`config.mk`:
```
export PLATFORM = sky130hd
export DESIGN_NAME = crc_engine
export DESIGN_NICKNAME = d
export VERILOG_FILES = /design/src/rtl/crc_eng_pkg.sv /design/src/rtl/crc_fold.sv /design/src/rtl/crc_shape.sv /design/src/rtl/crc_engine.sv
export SDC_FILE = /design/constraint.sdc
export NUM_CORES = 1
export LEC_CHECK = 0
export BUFFER_PORTS_ARGS = -buffer_cell sky130_fd_sc_hd__buf_2
export CAP_MARGIN = 0
export CELL_PAD_IN_SITES_DETAIL_PLACEMENT = 1
export CELL_PAD_IN_SITES_GLOBAL_PLACEMENT = 1
export CORE_UTILIZATION = 35
export CTS_BUF_LIST = sky130_fd_sc_hd__clkbuf_2 sky130_fd_sc_hd__clkbuf_4 sky130_fd_sc_hd__clkbuf_8
export DETAILED_ROUTE_END_ITERATION = 12
export PLACE_DENSITY_LB_ADDON = 0.1
export SLEW_MARGIN = 5
export SYNTH_ARGS = -nofsm -noshare
export SYNTH_HDL_FRONTEND = slang
export SYNTH_SLANG_ARGS = --single-unit
export TNS_END_PERCENT = 1
```
`constraint.sdc`:
```
create_clock -name clk -period 10.6 [get_ports clk]
set_input_delay 2.65 -clock clk [delete_from_list [all_inputs] [get_ports clk]]
set_output_delay 2.65 -clock clk [all_outputs]
set_load 0.1 [all_outputs]
```
`src/rtl/crc_eng_pkg.sv`:
```
package crc_eng_pkg;

    localparam int WORD_W = 32;
    localparam int LANES  = WORD_W / 8;
    localparam int CFG_W  = 5;

    localparam logic [31:0] POLY_WIDE   = 32'h04C11DB7;
    localparam logic [15:0] POLY_NARROW = 16'h1021;

    // bit 4 .. bit 0
    typedef struct packed {
        logic seed_zero;
        logic invert;
        logic refl_out;
        logic refl_in;
        logic narrow;
    } crc_cfg_t;

    typedef enum logic [0:0] {
        ST_SEEDED  = 1'b0,
        ST_FOLDING = 1'b1
    } crc_state_e;

    function automatic logic [31:0] seed_for(input crc_cfg_t c);
        logic [31:0] s;
        if (c.seed_zero) s = 32'h0;
        else if (c.narrow) s = 32'h0000FFFF;
        else s = 32'hFFFFFFFF;
        return s;
    endfunction

    // Shift one byte through the bitwise LFSR.
    function automatic logic [31:0] fold_byte(input logic [31:0] rem,
                                              input logic [7:0]  d,
                                              input crc_cfg_t    c);
        logic [31:0] r;
        logic [7:0]  x;
        logic        fb;
        r = rem;
        for (int k = 0; k < 8; k++) x[k] = c.refl_in ? d[7-k] : d[k];
        for (int i = 7; i >= 0; i--) begin
            if (c.narrow) begin
                fb = r[15] ^ x[i];
                r  = {16'h0, r[14:0], 1'b0} ^ (fb ? {16'h0, POLY_NARROW} : 32'h0);
            end else begin
                fb = r[31] ^ x[i];
                r  = {r[30:0], 1'b0} ^ (fb ? POLY_WIDE : 32'h0);
            end
        end
        return r;
    endfunction

endpackage

```
`src/rtl/crc_fold.sv`:
```
module crc_fold
    import crc_eng_pkg::*;
#(
    parameter int NLANES = LANES
) (
    input  logic [31:0]         rem_in,
    input  logic [NLANES*8-1:0] data,
    input  logic [NLANES-1:0]   be,
    input  crc_cfg_t            cfg,
    output logic [31:0]         rem_out
);
    logic [31:0] stage [0:NLANES];

    assign stage[0] = rem_in;

    // Chain of byte stages, most significant lane first.
    generate
        for (genvar g = 0; g < NLANES; g++) begin : g_lane
            localparam int LANE = NLANES - 1 - g;
            assign stage[g+1] = be[LANE] ? fold_byte(stage[g], data[LANE*8 +: 8], cfg)
                                         : stage[g];
        end
    endgenerate

    assign rem_out = stage[NLANES];
endmodule

```
`src/rtl/crc_shape.sv`:
```
module crc_shape
    import crc_eng_pkg::*;
(
    input  logic [31:0] rem,
    input  crc_cfg_t    cfg,
    output logic [31:0] result
);
    logic [31:0] masked;
    logic [31:0] flipped;

    always_comb begin
        masked  = cfg.narrow ? {16'h0, rem[15:0]} : rem;
        flipped = masked;
        if (cfg.refl_out) begin
            flipped = '0;
            if (cfg.narrow) begin
                for (int i = 0; i < 16; i++) flipped[i] = masked[15-i];
            end else begin
                for (int i = 0; i < 32; i++) flipped[i] = masked[31-i];
            end
        end
        if (cfg.invert) result = flipped ^ (cfg.narrow ? 32'h0000FFFF : 32'hFFFFFFFF);
        else            result = flipped;
    end

    always_comb begin
        if (cfg.narrow) assert (result[31:16] == 16'h0) else $error("AST_SHAPE_NARROW");
    end
endmodule

```
`src/rtl/crc_engine.sv`:
```
module crc_engine
    import crc_eng_pkg::*;
#(
    parameter int ADDR_W   = 2,
    parameter int CFG_ADDR = 0,
    parameter int DAT_ADDR = 1
) (
    input  logic              clk,
    input  logic              rst_n,
    input  logic              bus_sel,
    input  logic              bus_wr,
    input  logic [ADDR_W-1:0] bus_addr,
    input  logic [3:0]        bus_be,
    input  logic [31:0]       bus_wdata,
    output logic [31:0]       bus_rdata
);
    localparam int NLANES = LANES;

    crc_state_e  state_q, state_d;
    crc_cfg_t    cfg_q, cfg_new;
    logic [31:0] rem_q, rem_folded, result;
    logic        cfg_wr, dat_wr, any_lane;

    assign cfg_wr   = bus_sel && bus_wr && (bus_addr == ADDR_W'(CFG_ADDR));
    assign dat_wr   = bus_sel && bus_wr && (bus_addr == ADDR_W'(DAT_ADDR));
    assign any_lane = |bus_be;
    assign cfg_new  = crc_cfg_t'(bus_wdata[CFG_W-1:0]);

    crc_fold #(.NLANES(NLANES)) u_fold (
        .rem_in (rem_q),
        .data   (bus_wdata),
        .be     (bus_be),
        .cfg    (cfg_q),
        .rem_out(rem_folded)
    );

    crc_shape u_shape (
        .rem   (rem_q),
        .cfg   (cfg_q),
        .result(result)
    );

    // Next-state logic: T_RELOAD, T_ABSORB, T_HOLD
    always_comb begin
        state_d = state_q;
        unique case (state_q)
            ST_SEEDED:  if (cfg_wr) state_d = ST_SEEDED;
                        else if (dat_wr && any_lane) state_d = ST_FOLDING;
            ST_FOLDING: if (cfg_wr) state_d = ST_SEEDED;
            default:    state_d = ST_SEEDED;
        endcase
    end

    always_ff @(posedge clk or negedge rst_n) begin
        if (!rst_n) state_q <= ST_SEEDED;
        else        state_q <= state_d;
    end

    // Datapath registers
    always_ff @(posedge clk or negedge rst_n) begin
        if (!rst_n) begin
            cfg_q <= '0;
            rem_q <= 32'hFFFFFFFF;
        end else if (cfg_wr) begin
            cfg_q <= cfg_new;
            rem_q <= seed_for(cfg_new);
        end else if (dat_wr) begin
            rem_q <= rem_folded;
        end
    end

    always_comb begin
        bus_rdata = '0;
        if (bus_sel && !bus_wr) begin
            if (bus_addr == ADDR_W'(CFG_ADDR))      bus_rdata = {{(32-CFG_W){1'b0}}, cfg_q};
            else if (bus_addr == ADDR_W'(DAT_ADDR)) bus_rdata = result;
        end
    end

    AST_SEEDED_MATCHES_SEED: assert property (@(posedge clk) disable iff (!rst_n)
        state_q == ST_SEEDED |-> rem_q == seed_for(cfg_q)) else $error("seed mismatch");
    AST_RELOAD_ENTERS_SEEDED: assert property (@(posedge clk) disable iff (!rst_n)
        cfg_wr |=> state_q == ST_SEEDED) else $error("reload");
    AST_EMPTY_WRITE_HOLDS: assert property (@(posedge clk) disable iff (!rst_n)
        (dat_wr && !any_lane) |=> $stable(rem_q)) else $error("empty write");
    AST_QUIET_HOLDS: assert property (@(posedge clk) disable iff (!rst_n)
        !(cfg_wr || dat_wr) |=> ($stable(rem_q) && $stable(cfg_q))) else $error("quiet");
    AST_NARROW_UPPER_ZERO: assert property (@(posedge clk) disable iff (!rst_n)
        cfg_q.narrow |-> rem_q[31:16] == 16'h0) else $error("narrow upper");
    AST_ABSORB_LEAVES_SEEDED: assert property (@(posedge clk) disable iff (!rst_n)
        (dat_wr && any_lane) |=> state_q == ST_FOLDING) else $error("absorb");
endmodule

```
==> qor.csv <==
metric;value;unit
dp_slack;1.50;ns
wl;51800;µm
cts-htree-levels;2;
clk_latency;0.30;ns
grt_pass1_wl;76800;µm
relSlewSlack;21.9;%
synth_edf_count;0;
clk_pin_slew;0.08;ns
end_kind;flip-flop;
yosysSeqAreaShare;8.08;%
min_path_type;reg -> reg;
hold_viol;0;
cts_setup_buffers;0;
drcViolationCount;0;
cts_buffers;5;
top_usage_layer;met2;
r2r_slack;2.97;ns
skew;0.00574;ns
use_met2;48.0;%
slew_violations;0;
nFillCells;4085;
layout_commonest_cell;xnor2_1;
drive_gt1_share;16.4;%
num_antenna_cells;0;
rows;67;
wl_per_cell;26.7;µm
setup_violations;0;
cap_violations;0;
path_class;in -> reg;
grtUsageMet1;42.2;%
clock-sinks;37;
pin_count;74;
yosysWarnings;0;
ys_ff_latch;37;
placed_area;12600;µm²
synth.avg_cell_area;7.96;µm²
worstMarginPinSlew;1.14;ns
via_count;11400;
met3_usage;1.39;%
die_h;187;µm
place.gp.congestion;0.961;
via_per_inst;5.87;
cts_tree;yes;
dp_hpwl;40700;µm
status;finished clean;
synth_cells;1501;
ys_types;110;
area_growth;5.90;%
required;10.80;ns
floorplan.die.width;187;µm
cts.repair.resized;0;
initial_core_util;35.6;%
min_period_over_period;83.3;%
antenna_found_initial;0;
hold_buffers;0;
die_area;34900;µm²
grt_overflow;0;
grt_use_total;29.2;%
coreArea;33500;µm²
fmax;113;MHz
fin_crit;8.83;ns
io_buffers;73;
synth_ff_type;dfstp_2;
hold-worst-slack;0.517;ns
rsz0062_at_grt;no;
crit_fanout;12;
finalSetupTns;0;ns
root_buffer;clkbuf_8;
clk_path_buf_depth;2;
worst_slack;1.77;ns
syn-cell-area;11900;µm²
ys_async_sr_fraction;100;%
syn_nets;1543;
fin_area;12700;µm²
critical_path.startpoint_type;input port;
fin_nets;1529;
grt_max_degree;106;
crit_arrival;9.04;ns
layout_common_cells;xnor2_1 (250), nor2_1 (182), a21oi_1 (122);
grt_pass1_vias;11200;
drt_pass1_iterations;5;
drtIter0Drc;861;
ant_nets;0;
[through the flow]
stage | util, % | instances
5_1_grt | 37.7 | 1936
2_1_floorplan | - | 1501
3_5_place_dp | 37.4 | 1928
6_report | 37.7 | 1936
3_3_place_gp | 37.4 | 1928
4_1_cts | 37.7 | 1936
[cells by family (layout without fill, tap and decap cells)]
kind of cell	Yosys count	after routing	share of synthesized area [%]
AOI/OAI and AO/OA	354	354	20.2
xor gates and xnor gates	402	402	36.9
buffers and inverters	131	118	4.51
DFF	37	37	8.08
muxes	119	119	11.1
and+or+nand+nor	458	458	19.1
[final timing paths]
kind	startpoint	end	cells past startpoint
worst max-delay path	bus_wdata[29]	rem_q[12]$_DFFE_PN1P_	20
worst min-delay path	cfg_q[4]$_DFFE_PN0P_	cfg_q[4]$_DFFE_PN0P_	1
worst max register to register	cfg_q[0]$_DFFE_PN0P_	rem_q[12]$_DFFE_PN1P_	20
worst min register to register	cfg_q[4]$_DFFE_PN0P_	cfg_q[4]$_DFFE_PN0P_	1
max in group asynchronous	rst_n	cfg_q[0]$_DFFE_PN0P_	1
min in group asynchronous	rst_n	cfg_q[3]$_DFFE_PN0P_	1
[worst max-delay path, stage by stage]
cell and delay, ns:
buf_2 0.13, mux2i_2 0.53, xnor3_2 0.39, xnor2_1 0.16, a21oi_2 0.43, mux2i_4 0.41, xor2_4 0.30, xnor3_1 0.55
xnor2_1 0.20, a31o_2 0.29, o21bai_1 0.14, nand3_1 0.55, or3_1 0.56, o2111ai_1 0.31, nor2_2 0.18, xor2_2 0.41
xnor3_1 0.29, o21ai_1 0.16, xor2_1 0.22, o221ai_1 0.15
[registers in the layout, summed over array words and instances (netlist names)]
signal	cells
rem_q	32
cfg_q	5
[metal layers]
metal	up-vias	part of all wire [%]
li1	5249	-
met1	5736	48
met2	321	46
met3	52	3.6
met4	0	2.1
met5	-	0
[synthesized netlist by cell type (all sizes together), types with 17 or more instances]
cell type	count	area (µm²)
a21oi	123	619
dfstp	32	841
nor2b	17	106
nor3	48	295
nand2	79	304
xnor2	264	2450
mux2	21	236
nand3	27	135
clkbuf	77	289
o21ai	62	329
nor2	186	718
xnor3	43	973
inv	20	75.1
buf	34	175
xor2	92	918
nand2b	21	131
a211oi	19	158
mux2i	98	1090
[final cells by class]
type,instances,area [µm²],area share (%)
inverter,20,75.1,0.593
clock buffer,6,82.6,0.653
timing repair buffer,90,505,4.00
clock inverter,2,13.8,0.109
multi-input combinational,1333,10400,82.5
tap,448,561,4.43
sequential,37,972,7.68
Power is left out: the tool's default activity adds up to more than one toggle a clock period on the data nets, which glitch-free logic cannot reach.
